$ cat src/rtl/slk_pkg.sv
package slk_pkg;

    typedef enum logic [1:0] {
        SEQ_IDLE = 2'd0,
        SEQ_ONE  = 2'd1,
        SEQ_TWO  = 2'd2
    } seq_state_t;

    typedef enum logic {
        LK_OPEN = 1'b0,
        LK_SHUT = 1'b1
    } lock_state_t;

endpackage

$ cat src/rtl/slk_key_match.sv
module slk_key_match #(
    parameter int                DATA_W  = 8,
    parameter int                KEY_W   = 4,
    parameter logic [KEY_W-1:0]  KEY_VAL = 4'b0001
) (
    input  logic [DATA_W-1:0] data_i,
    output logic              hit_o
);
    localparam logic [DATA_W-1:0] KEY_MASK = DATA_W'((64'd1 << KEY_W) - 64'd1);
    localparam logic [DATA_W-1:0] KEY_EXT  = DATA_W'(KEY_VAL);

    // Bits above the key field are masked off and do not matter.
    always_comb begin
        hit_o = ((data_i ^ KEY_EXT) & KEY_MASK) == '0;
    end
endmodule

$ cat src/rtl/slk_seq_detect.sv
module slk_seq_detect
    import slk_pkg::*;
(
    input  logic       clk,
    input  logic       rst,
    input  logic       en_wr,
    input  logic       trig_wr,
    input  logic       key_hit,
    output seq_state_t state_o,
    output logic       done_o
);
    seq_state_t state_q, state_d;
    logic       both_wr;
    logic       keyed_en;
    logic       lone_trig;

    always_comb begin
        both_wr   = en_wr & trig_wr;
        keyed_en  = en_wr & ~trig_wr & key_hit;
        lone_trig = trig_wr & ~en_wr;
    end

    // Next-state logic: first, second, fire, break, hold.
    always_comb begin
        state_d = state_q;
        unique case (state_q)
            SEQ_IDLE: begin
                if (keyed_en)                state_d = SEQ_ONE;   // first
                else                         state_d = SEQ_IDLE;
            end
            SEQ_ONE: begin
                if (both_wr)                 state_d = SEQ_IDLE;  // break
                else if (keyed_en)           state_d = SEQ_TWO;   // second
                else if (en_wr || trig_wr)   state_d = SEQ_IDLE;  // break
                else                         state_d = SEQ_ONE;   // hold
            end
            SEQ_TWO: begin
                if (both_wr)                 state_d = SEQ_IDLE;  // break
                else if (lone_trig)          state_d = SEQ_IDLE;  // fire
                else if (en_wr)              state_d = SEQ_IDLE;  // break
                else                         state_d = SEQ_TWO;   // hold
            end
            default:                         state_d = SEQ_IDLE;
        endcase
    end

    // State register
    always_ff @(posedge clk) begin
        if (rst) state_q <= SEQ_IDLE;
        else     state_q <= state_d;
    end

    // Outputs
    always_comb begin
        state_o = state_q;
        done_o  = (state_q == SEQ_TWO) && lone_trig;
    end
endmodule

$ cat src/rtl/slk_lock_state.sv
module slk_lock_state
    import slk_pkg::*;
(
    input  logic clk,
    input  logic rst,
    input  logic done_i,
    input  logic mode_a,
    output logic kbd_lock,
    output logic btn_disable,
    output logic secure_stat
);
    lock_state_t lock_q, lock_d;
    logic        toggle;

    always_comb begin
        toggle = done_i & mode_a;
        lock_d = lock_q;
        unique case (lock_q)
            LK_OPEN: lock_d = toggle ? LK_SHUT : LK_OPEN;
            LK_SHUT: lock_d = toggle ? LK_OPEN : LK_SHUT;
            default: lock_d = LK_OPEN;
        endcase
    end

    // State register
    always_ff @(posedge clk) begin
        if (rst) lock_q <= LK_OPEN;
        else     lock_q <= lock_d;
    end

    // Outputs
    always_comb begin
        kbd_lock    = (lock_q == LK_SHUT);
        btn_disable = (lock_q == LK_SHUT);
        secure_stat = (lock_q == LK_SHUT);
    end
endmodule

$ cat src/rtl/secure_lock_seq.sv
module secure_lock_seq
    import slk_pkg::*;
#(
    parameter int               DATA_W  = 8,
    parameter int               KEY_W   = 4,
    parameter logic [KEY_W-1:0] KEY_VAL = 4'b0001
) (
    input  logic              clk,
    input  logic              rst,
    input  logic              en_wr,
    input  logic              trig_wr,
    input  logic [DATA_W-1:0] wr_data,
    input  logic              mode_a,
    output logic              kbd_lock,
    output logic              btn_disable,
    output logic              secure_stat
);
    logic       key_hit;
    logic       seq_done;
    seq_state_t seq_st;

    slk_key_match #(
        .DATA_W  (DATA_W),
        .KEY_W   (KEY_W),
        .KEY_VAL (KEY_VAL)
    ) u_match (
        .data_i (wr_data),
        .hit_o  (key_hit)
    );

    slk_seq_detect u_detect (
        .clk     (clk),
        .rst     (rst),
        .en_wr   (en_wr),
        .trig_wr (trig_wr),
        .key_hit (key_hit),
        .state_o (seq_st),
        .done_o  (seq_done)
    );

    slk_lock_state u_lock (
        .clk         (clk),
        .rst         (rst),
        .done_i      (seq_done),
        .mode_a      (mode_a),
        .kbd_lock    (kbd_lock),
        .btn_disable (btn_disable),
        .secure_stat (secure_stat)
    );
endmodule

$ cat config.mk
export PLATFORM = sky130hd
export DESIGN_NAME = secure_lock_seq
export DESIGN_NICKNAME = d
export VERILOG_FILES = /design/src/rtl/slk_pkg.sv /design/src/rtl/slk_key_match.sv /design/src/rtl/slk_seq_detect.sv /design/src/rtl/slk_lock_state.sv /design/src/rtl/secure_lock_seq.sv
export SDC_FILE = /design/constraint.sdc
export NUM_CORES = 1
export LEC_CHECK = 0
export BUFFER_PORTS_ARGS = -buffer_cell sky130_fd_sc_hd__clkbuf_2
export CORE_AREA = 5 5 42 44
export DETAILED_ROUTE_END_ITERATION = 12
export DIE_AREA = 0 0 47 49
export SLEW_MARGIN = 15
export SYNTH_ARGS = -nofsm -noshare
export SYNTH_HDL_FRONTEND = slang
export SYNTH_HIERARCHICAL = 1
export SYNTH_SLANG_ARGS = --single-unit
$ cat constraint.sdc
create_clock -name clk -period 1.4 [get_ports clk]
set_input_delay 0.28 -clock clk [delete_from_list [all_inputs] [get_ports clk]]
set_output_delay 0.28 -clock clk [all_outputs]
set_load 0.1 [all_outputs]
==> results of run 1 <==
-- flip-flops by register name (all words and copies together), names as in the netlist --
name	cells
u_lock/btn_disable	1
u_detect/state_o	2
-- layer usage --
layer	wire length, um	up-vias	track usage	share of wire
met3	52	0	0.0369	0.13
li1	-	88	-	-
met2	225	6	0.0701	0.56
met4	0	0	0.0138	0
met1	127	78	0.0285	0.31
met5	0	-	0	0
-- logic make-up (layout without fill, tap and decap cells) --
family	count (synthesis)	count (layout)
compound gates	4	4
buf+inv	3	16
flops	3	3
simple gates	7	7
-- cells in the mapped netlist --
library cell | instances | area (um^2)
nor4b_2 | 1 | 15.0
inv_1 | 1 | 3.75
a21oi_2 | 1 | 8.76
nor2_1 | 1 | 3.75
dfxtp_1 | 3 | 60.1
or3b_1 | 1 | 8.76
a2111oi_1 | 1 | 10.0
a21bo_1 | 1 | 10.0
a211oi_2 | 1 | 12.5
nand3b_1 | 2 | 15.0
nand2b_1 | 1 | 6.26
buf_4 | 2 | 15.0
nand4b_1 | 1 | 8.76
-- power groups by stage --
stage	Clock, mW	Sequential [mW]	Combinational (mW)
floorplan	0	0.0876	0.00312
global placement	0	0.0876	0.0182
detailed placement	0	0.0876	0.0183
CTS	0.156	0.0862	0.0184
global route	0.164	0.0862	0.0201
finish	0.147	0.0863	0.0181
-- per-stage QoR --
step | instances | worst slack, ps | total power, mW | util | area, um^2
floorplan | 17 | 74.2 | 0.0907 | - | 179
global placement | 42 | 96.5 | 0.106 | 0.203 | 284
detailed placement | 42 | 77.8 | 0.106 | 0.203 | 284
CTS | 46 | 206 | 0.260 | 0.221 | 310
global route | 46 | 151 | 0.270 | 0.221 | 310
finish | 46 | 212 | 0.252 | 0.221 | 310
-- worst max-delay path, cell delays in order, from the launching register on --
cell and delay [ps]:
dfxtp_1 330, or3b_1 380, nor2_1 140, nand3b_1 100, a21oi_2 150
-- worst max path at each step --
stage	from	end	slack, ps	cells past startpoint
detailed placement	wr_data[1]	u_detect/state_o[0]$_SDFF_PP0_	80	4
floorplan	u_lock/btn_disable$_SDFF_PP0_	kbd_lock	70	1
finish	u_detect/state_o[1]$_SDFF_PP0_	u_lock/btn_disable$_SDFF_PP0_	210	4
global placement	wr_data[1]	u_detect/state_o[0]$_SDFF_PP0_	100	4
global route	u_detect/state_o[1]$_SDFF_PP0_	u_lock/btn_disable$_SDFF_PP0_	150	4
CTS	u_detect/state_o[1]$_SDFF_PP0_	u_lock/btn_disable$_SDFF_PP0_	210	4
-- area by class of cell --
cell class | instances | area, um^2
clock buffer | 4 | 26.3
fill | 165 | 1090
inverter | 1 | 3.75
multi-input combinational | 11 | 98.8
sequential | 3 | 61.3
tap | 16 | 20.0
timing repair buffer | 11 | 100
==> impl_results.rst, run 1 <==
.. list-table::
   :header-rows: 1

   * - Metric
     - Value
   * - Comb power frac
     - 0.072
   * - Post-synth design cell area
     - 178 um^2
   * - Count of antenna diodes in the layout
     - 0
   * - Register-to-Register Setup Slack
     - 210 ps
   * - CTS resizes
     - 0
   * - Mean instance size in the synthesized netlist
     - 10.5 um^2
   * - Post-layout net count
     - 44
   * - Internal
     - 0.203 mW
   * - Top library cells by usage in the layout, fill and taps aside
     - clkbuf_2 (8), clkbuf_4 (3), buf_12 (3), nand3b_1 (2), dfxtp_1 (2)
   * - CP endpoint kind
     - register
   * - Global-route wire length before repair
     - 648 um
   * - Reg-to-Reg End
     - u_lock/btn_disable$_SDFF_PP0_
   * - Crit path time final
     - 1190 ps
   * - Endpoint required time on the critical path
     - 1550 ps
   * - Most common cell after layout, fill and taps aside
     - clkbuf_2
   * - Final setup vio count
     - 0
   * - Remaining antenna violation count
     - 0
   * - Layout Area Growth over Synthesis
     - 74.6%
   * - Number of stages on the worst hold path
     - 2
   * - Die Width
     - 47 um
   * - Syn Nets
     - 30
   * - Portion of the post-synthesis area used by sequential elements
     - 0.338
   * - Gate count after technology mapping
     - 17
   * - Clock tree from TritonCTS
     - yes
   * - Startpoint types
     - register
   * - Final wirelength
     - 405 um
   * - Number of storage elements in the synthesis netlist
     - 3
   * - CTS H-tree depth
     - 1
   * - Number of global-route vias before repair
     - 187
   * - Kind of critical path
     - register to register
   * - Full die area
     - 2300 um^2
   * - Ratio of routed vias to standard cells
     - 3.74
   * - Clock insertion delay at the later pin of the skew report
     - 230 ps
   * - Core area
     - 1400 um^2
   * - Largest net degree at the start of global routing
     - 6
   * - Hold_sp
     - rst
   * - Xor and xnor area share after synthesis
     - 0
   * - Reg clk slew, reported paths
     - 40 ps
   * - Iteration count of the initial detailed-routing pass
     - 1
   * - Number of antenna violations at the first check in global routing
     - 0
   * - Overall overflow remaining after global route
     - 0
   * - Hold/Removal Path Class
     - input port to register
   * - Mux share of post-synthesis cell area
     - 0
   * - Result of the run
     - complete, no violations
   * - Count of buffers inserted at the top-level ports
     - 11
   * - Total Routing Usage GR
     - 0.0401
   * - Crit share post-route
     - 0.849
   * - Pleak
     - 0.118 nW
   * - Number of remaining DRC errors
     - 0
   * - Total via count after detailed routing
     - 172
   * - Slew margin rel.
     - 0.790
   * - Number of hold buffers added after CTS
     - 0
   * - Count of cells along the worst register-to-register path
     - 4
   * - Maximum operating frequency
     - 842 MHz
   * - Number of setup buffers added after CTS
     - 0
   * - Starting density of the core
     - 0.127
   * - Launching point of the worst reg2reg path
     - u_detect/state_o[1]$_SDFF_PP0_
   * - Number of DRC violations after detailed-routing iteration 0
     - 0
   * - Sum of negative setup slack
     - 0 ps
   * - Number of placed I/O pins
     - 16
   * - Worst min-delay path endpoint
     - u_lock/btn_disable$_SDFF_PP0_
   * - VDD IR max
     - 435 uV
   * - Setup repair after global routing missed its margin
     - false
   * - Critical path arrival
     - 1340 ps
   * - Distinct cells, synth
     - 13
   * - Hold Slack
     - 261 ps
   * - Net Switching
     - 0.0488 mW
   * - Number of rows in the core area
     - 14
   * - Clock buffer count from CTS
     - 3
   * - Final hold vios
     - 0
   * - Count of yosys warnings during synthesis
     - 6
   * - Seq pwr share
     - 0.343
   * - Number of sinks driven by the clock tree
     - 3
   * - Worst-case clock buffer depth
     - 2
   * - Adder-Cell Fraction of Synth Area
     - 0
   * - Floorplan die height
     - 49 um
   * - Number of max-capacitance violations reported
     - 0
   * - Global placement routability congestion
     - 0.637
   * - Worst-case clock skew
     - 1.43 ps
   * - Number of max-slew violations in the final report
     - 0
   * - Fraction of power consumed by the clock network
     - 0.585
   * - Pwr per Cell Area
     - 811 nW/um^2
   * - Crit Path Max Fanout
     - 3
   * - Main combinational cell family by area after synthesis
     - simple AND/OR/NAND/NOR gates
   * - Proportion of layout cells with a drive suffix above 1
     - 0.600
   * - Pin slew with the least headroom to its limit
     - 314 ps
   * - Cell at the root of the clock tree
     - clkbuf_4
   * - Switching share of power
     - 0.194
   * - Share of the synthesized area in compound gates (AO/OA/AOI/OAI)
     - 0.232
   * - Share of synthesized cell area in and, or, nand and nor gates
     - 0.324
   * - Wire length per cell after detailed routing
     - 8.80 um
Power figures use the tool's default switching activity.
==> run 2, diff against run 1 <==
clock period = 1.14 ns   (was 1.4 ns; I/O delays follow)
==> run 2 against run 1 <==
  * Sequential cell count stayed put
  * Clock power is 23% higher
  * Clock skew is 0.84 ps lower
  * Highest routed layer unchanged
  * Largest power group unchanged
  * Clock-buffer cell count stayed put
  * Cell count is 11% higher
  * Register-to-register slack worse by 190 ps
  * Combinational power is 54% higher
  * Global-route usage is 0.91 points higher
  * Hold slack worse by 54 ps
==> impl_results.rst, run 2 (synthesis gave the netlist of run 1 again) <==
.. list-table::
   :header-rows: 1

   * - Metric
     - Value
   * - Remaining antenna violation count
     - 0
   * - Pin slew with the least headroom to its limit
     - 253 ps
   * - Number of sinks driven by the clock tree
     - 3
   * - Iteration count of the initial detailed-routing pass
     - 2
   * - Count of buffers inserted at the top-level ports
     - 11
   * - Floorplan die height
     - 49 um
   * - Crit Path Max Fanout
     - 2
   * - Maximum operating frequency
     - 897 MHz
   * - Area of the multi-input gates
     - 109 um^2
   * - Final worst setup slack
     - 25.3 ps
   * - Count of buffering cells on the critical path with inverters included
     - 0
   * - Full die area
     - 2300 um^2
   * - Hold/Removal Path Class
     - input port to register
   * - Startpoint types
     - register
   * - Wire length per cell after detailed routing
     - 8.69 um
   * - Final HPWL DP
     - 370 um
   * - Number of placed I/O pins
     - 16
   * - Net Switching
     - 0.0616 mW
   * - Total Routing Usage GR
     - 0.0493
   * - Flip-flop count of the largest register after layout
     - 2
   * - CTS H-tree depth
     - 1
   * - Pleak
     - 0.146 nW
   * - Comb power frac
     - 0.089
   * - Launching point of the worst reg2reg path
     - u_detect/state_o[1]$_SDFF_PP0_
   * - Area occupied by registers
     - 63.8 um^2
   * - Global-route wire length before repair
     - 690 um
   * - Sum of negative setup slack
     - 0 ps
   * - Worst-case clock buffer depth
     - 2
   * - Final wirelength
     - 443 um
   * - Critical path cell sequence
     - or3b_4, nor2_2, nand3b_1, a21oi_2
   * - Number of rows in the core area
     - 14
   * - Overall overflow remaining after global route
     - 0
   * - Reg clk slew, reported paths
     - 30 ps
   * - Final hold vios
     - 0
   * - Core area
     - 1400 um^2
   * - Most common cell after layout, fill and taps aside
     - clkbuf_2
   * - Worst-case clock skew
     - 0.595 ps
   * - Clock tree from TritonCTS
     - yes
   * - Starting density of the core
     - 0.127
   * - Seq pwr share
     - 0.332
   * - Final setup vio count
     - 0
   * - Largest net degree at the start of global routing
     - 6
   * - Number of setup buffers added after CTS
     - 0
   * - Place WS
     - -131 ps
   * - Cell Area, Placed
     - 324 um^2
   * - CP endpoint kind
     - register
   * - Number of max-capacitance violations reported
     - 0
   * - Number of max-slew violations in the final report
     - 0
   * - Critical path arrival
     - 1270 ps
   * - Layer with the highest usage after global routing
     - met2
   * - Result of the run
     - complete, no violations
   * - Number of antenna violations at the first check in global routing
     - 0
   * - Filler cells
     - 166
   * - First element of the critical path
     - u_detect/state_o[1]$_SDFF_PP0_
   * - Fraction of power consumed by the clock network
     - 0.579
   * - Crit share post-route
     - 0.978
   * - Top library cells by usage in the layout, fill and taps aside
     - clkbuf_2 (8), buf_4 (5), clkbuf_4 (3), buf_12 (3)
   * - Number of global-route vias before repair
     - 177
   * - Endpoint required time on the critical path
     - 1300 ps
   * - Count of antenna diodes in the layout
     - 0
   * - Total via count after detailed routing
     - 194
   * - Final std cell area, no fill
     - 360 um^2
   * - Ratio of routed vias to standard cells
     - 3.80
   * - Number of hold buffers added after CTS
     - 0
   * - Cell at the root of the clock tree
     - clkbuf_4
   * - Post-layout net count
     - 49
   * - Gate family responsible for the most delay along the worst path
     - simple AND/OR/NAND/NOR gates
   * - Hold Slack
     - 207 ps
   * - Met1 usage in global routing
     - 0.0351
   * - Number of DRC violations after detailed-routing iteration 0
     - 2
   * - Internal
     - 0.250 mW
   * - Slowest cell delay on critical path
     - 390 ps
   * - Met2 track demand over resource in global routing
     - 0.0611
   * - M3 GR Usage
     - 0.0554
   * - Global placement routability congestion
     - 0.676
   * - VDD IR max
     - 296 uV
   * - Slowest CP cell
     - or3b_4
   * - Switching share of power
     - 0.197
   * - Kind of critical path
     - register to register
   * - Proportion of layout cells with a drive suffix above 1
     - 0.743
   * - Clock insertion delay at the later pin of the skew report
     - 230 ps
   * - Slew margin rel.
     - 0.831
   * - Hold_sp
     - rst
   * - Post-route total power
     - 0.312 mW
   * - Layout Area Growth over Synthesis
     - 103%
   * - Number of remaining DRC errors
     - 0
   * - Clock buffer count from CTS
     - 3
   * - Die Width
     - 47 um
   * - Crit path time final
     - 1110 ps
   * - CTS resizes
     - 0
   * - Pwr per Cell Area
     - 866 nW/um^2
[run 2: final timing paths]
kind,to,slack [ps],cells after the start
max reg2reg,u_lock/btn_disable$_SDFF_PP0_,30,4
min reg2reg,u_detect/state_o[0]$_SDFF_PP0_,510,2
max,u_lock/btn_disable$_SDFF_PP0_,30,4
min,u_lock/btn_disable$_SDFF_PP0_,210,2
[run 2: power by group through the flow]
stage / sequential [mW] / combinational (mW) / clock (mW)
finish: 0.104 / 0.0278 / 0.181
global route: 0.104 / 0.0304 / 0.211
CTS: 0.104 / 0.0270 / 0.194
detailed placement: 0.105 / 0.0270 / 0
global placement: 0.105 / 0.0265 / 0
floorplan: 0.105 / 0.00383 / 0
[run 2: stage by stage]
stage / utilization / instances
after floorplan: - / 17
after CTS: 0.250 / 51
after detailed placement: 0.231 / 47
after global placement: 0.231 / 47
after global routing: 0.257 / 51
final: 0.257 / 51
[run 2: layout make-up]
type	instances	share of cell area
Inverter	1	0.0104
Sequential cell	3	0.177
Multi-Input combinational cell	11	0.302
Tap cell	16	0.0556
Timing Repair Buffer	16	0.382
Clock buffer	4	0.0729
[run 2: worst reg2reg max path: cells and delay by family (launching register included)]
kind / cells / cell delay (ps)
AND/OR/NAND/NOR: 3 / 600
flip-flops: 1 / 310
AO/OA/AOI/OAI: 1 / 140
[run 2: routing by layer]
metal  vias to the layer above  wire, um  share of wire
met2                         6       250           0.56
met3                         0        60           0.14
li1                         98         -              -
met4                         0         0              0
met1                        90       131           0.30
met5                         -         0              0
==> run 3, diff against run 2 <==
SKIP_LAST_GASP = 1   (was not set)
SYNTH_HIERARCHICAL = not set   (was 1)
==> run 3 against run 2 <==
  * Via count fell by 8.2%
  * Sequential cell count did not move
  * Critical path depth fell by 1
  * Global-route usage fell by 1.3 points
  * Worst setup slack improved by 31 ps
  * Cell count fell by 7.8%
  * Hold slack got worse by 28 ps
  * First-iteration DRC count fell by 100%
  * Clock-buffer cell count did not move
  * Largest cell class unchanged
  * Highest routed layer is now met4
==> impl_results.rst, run 3 <==
.. list-table::
   :header-rows: 1

   * - Metric
     - Value
   * - Final setup vio count
     - 0
   * - Most area-hungry cell type in the Yosys netlist
     - dfxtp_1
   * - Iteration count of the initial detailed-routing pass
     - 1
   * - Flip-flop count of the largest register after layout
     - 2
   * - Number of rows in the core area
     - 14
   * - Number of antenna violations at the first check in global routing
     - 0
   * - Slew margin rel.
     - 0.836
   * - Number of placed I/O pins
     - 16
   * - Mean instance size in the synthesized netlist
     - 9.31 um^2
   * - Number of hold buffers added after CTS
     - 0
   * - Fraction of power consumed by the clock network
     - 0.601
   * - Pleak
     - 0.129 nW
   * - Global placement routability congestion
     - 0.722
   * - Async SR Flop Fraction
     - 0
   * - Clock tree from TritonCTS
     - yes
   * - Syn Nets
     - 31
   * - Largest net degree at the start of global routing
     - 6
   * - Net Switching
     - 0.0693 mW
   * - Number of setup buffers added after CTS
     - 0
   * - Number of storage elements in the synthesis netlist
     - 3
   * - Final HPWL DP
     - 329 um
   * - Crit path time final
     - 1080 ps
   * - Top-count cell post-synth
     - dfxtp_1
   * - Worst-case clock skew
     - 5.54 ps
   * - Clock insertion delay at the later pin of the skew report
     - 240 ps
   * - Ratio of routed vias to standard cells
     - 3.79
   * - Post-synth design cell area
     - 168 um^2
   * - Full die area
     - 2300 um^2
   * - Number of remaining DRC errors
     - 0
   * - Number of stages on the worst hold path
     - 2
   * - Pin slew with the least headroom to its limit
     - 243 ps
   * - Reg clk slew, reported paths
     - 40 ps
   * - Instance count after placement with tap cells included
     - 43
   * - Count of cells along the worst register-to-register path
     - 3
   * - Seq pwr share
     - 0.328
   * - Distinct cells, synth
     - 12
   * - Top library cells by usage in the layout, fill and taps aside
     - clkbuf_2 (8), clkbuf_4 (3), buf_12 (3)
   * - Result of the run
     - complete, no violations
   * - Pwr per Cell Area
     - 1020 nW/um^2
   * - Internal
     - 0.247 mW
   * - Final hold vios
     - 0
   * - Wire length per cell after detailed routing
     - 8.57 um
   * - Total Routing Usage GR
     - 0.0365
   * - Cell at the root of the clock tree
     - clkbuf_4
   * - Comb power frac
     - 0.071
   * - Kind of critical path
     - register to register
   * - Crit share post-route
     - 0.950
   * - Leading cell types by count after synthesis
     - dfxtp_1 (3), a21oi_1 (2), buf_4 (2), nor2b_1 (2), nor3_1 (2)
   * - Launching point of the worst reg2reg path
     - u_detect.state_o[0]$_SDFF_PP0_
   * - Count of buffers inserted at the top-level ports
     - 11
   * - Post-route total power
     - 0.316 mW
   * - CP endpoint kind
     - register
   * - Number of max-capacitance violations reported
     - 0
   * - Layout Area Growth over Synthesis
     - 85.1%
   * - Hold_sp
     - trig_wr
   * - Gate count after technology mapping
     - 18
   * - Portion of the post-synthesis area used by sequential elements
     - 0.358
   * - Proportion of netlist area held by the largest area contributor
     - 0.358
   * - Total via count after detailed routing
     - 178
   * - Overall overflow remaining after global route
     - 0
   * - Crit Path Max Fanout
     - 4
   * - Critical path arrival
     - 1200 ps
   * - Sum of negative setup slack
     - 0 ps
   * - Die Width
     - 47 um
   * - Ranking of synthesized cells by area
     - dfxtp_1 (36%), buf_4 (9.0%), mux2_4 (9.0%), nor2b_1 (7.5%), nor3b_2 (7.5%)
   * - VDD IR max
     - 173 uV
   * - Global-route wire length before repair
     - 531 um
   * - Most common cell after layout, fill and taps aside
     - clkbuf_2
   * - Reg-to-Reg End
     - u_lock.btn_disable$_SDFF_PP0_
   * - CTS H-tree depth
     - 1
   * - Proportion of layout cells with a drive suffix above 1
     - 0.581
   * - Number of synthesized flops with an enable pin
     - 0
   * - Count of yosys warnings during synthesis
     - 0
   * - Core area
     - 1400 um^2
   * - Switching share of power
     - 0.219
   * - Hold/Removal Path Class
     - input port to register
   * - CTS resizes
     - 0
   * - Number of sinks driven by the clock tree
     - 3
   * - Floorplan die height
     - 49 um
   * - Worst-case clock buffer depth
     - 2
   * - Endpoint required time on the critical path
     - 1260 ps
   * - Number of global-route vias before repair
     - 146
   * - Register-to-Register Setup Slack
     - 60 ps
   * - Maximum operating frequency
     - 923 MHz
   * - Number of DRC violations after detailed-routing iteration 0
     - 0
   * - Post-layout net count
     - 45
   * - Starting density of the core
     - 0.120
   * - Final wirelength
     - 403 um
   * - Startpoint types
     - register
   * - Final cell count without fillers
     - 47
   * - Count of antenna diodes in the layout
     - 0
   * - Most common flop cell mapped by yosys
     - dfxtp_1
   * - Remaining antenna violation count
     - 0
   * - Final design utilization
     - 0.221
   * - Clock buffer count from CTS
     - 3
   * - Worst min-delay path endpoint
     - u_detect.state_o[1]$_SDFF_PP0_
   * - Number of max-slew violations in the final report
     - 0
==> run 3: cells by family after synthesis <==
logic type,after synthesis,share of synthesized area
DFF,3,0.358
AOI/OAI and AO/OA,2,0.0597
buffers and inverters,2,0.0895
muxes,1,0.0895
and+or+nand+nor,10,0.403
==> run 3: cell type report <==
cell class              instances  area, um^2
well taps                      16        20.0
multi-input cells              13        98.8
flip-flops and latches          3        65.1
repair buffers                 11         100
clock buffers                   4        26.3
fillers                       162        1090
==> run 3: power groups by stage <==
stage / clock network, mW / registers, mW / logic, mW
2_1_floorplan: 0 / 0.105 / 0.00433
3_3_place_gp: 0 / 0.105 / 0.0219
3_5_place_dp: 0 / 0.105 / 0.0216
4_1_cts: 0.198 / 0.104 / 0.0218
5_1_grt: 0.204 / 0.104 / 0.0253
6_report: 0.190 / 0.104 / 0.0224
==> run 3: worst max-delay path by stage <==
stage	startpoint	to	slack, ps	cells past startpoint
after floorplan	u_lock.btn_disable$_SDFF_PP0_	kbd_lock	40	1
after global placement	en_wr	u_lock.btn_disable$_SDFF_PP0_	60	4
after detailed placement	en_wr	u_lock.btn_disable$_SDFF_PP0_	30	4
after CTS	u_detect.state_o[1]$_SDFF_PP0_	u_lock.btn_disable$_SDFF_PP0_	30	3
after global routing	u_detect.state_o[0]$_SDFF_PP0_	u_detect.state_o[1]$_SDFF_PP0_	-5	3
final	u_detect.state_o[0]$_SDFF_PP0_	u_lock.btn_disable$_SDFF_PP0_	60	3
==> run 3: routing by layer <==
metal / routed length (um) / track usage
met5: 0 / 0
met4: 19 / 0.0553
met3: 63 / 0.0221
met2: 164 / 0.0430
met1: 156 / 0.0328
==> run 3: critical path: stages, from the launching register on <==
cell	delay [ps]
dfxtp_1	340
nor3b_4	190
nand3_1	120
mux2_4	300
==> run 3: metrics by stage <==
| step | setup slack [ps] | hold slack (ps) | cell area (um^2) |
|---|---|---|---|
| after detailed placement | 30.8 | 433 | 277 |
| after global placement | 64.7 | 435 | 277 |
| after CTS | 32.1 | 180 | 303 |
| final | 56.7 | 179 | 310 |
| after floorplan | 35.1 | 304 | 171 |
| after global routing | -5.35 | 193 | 310 |
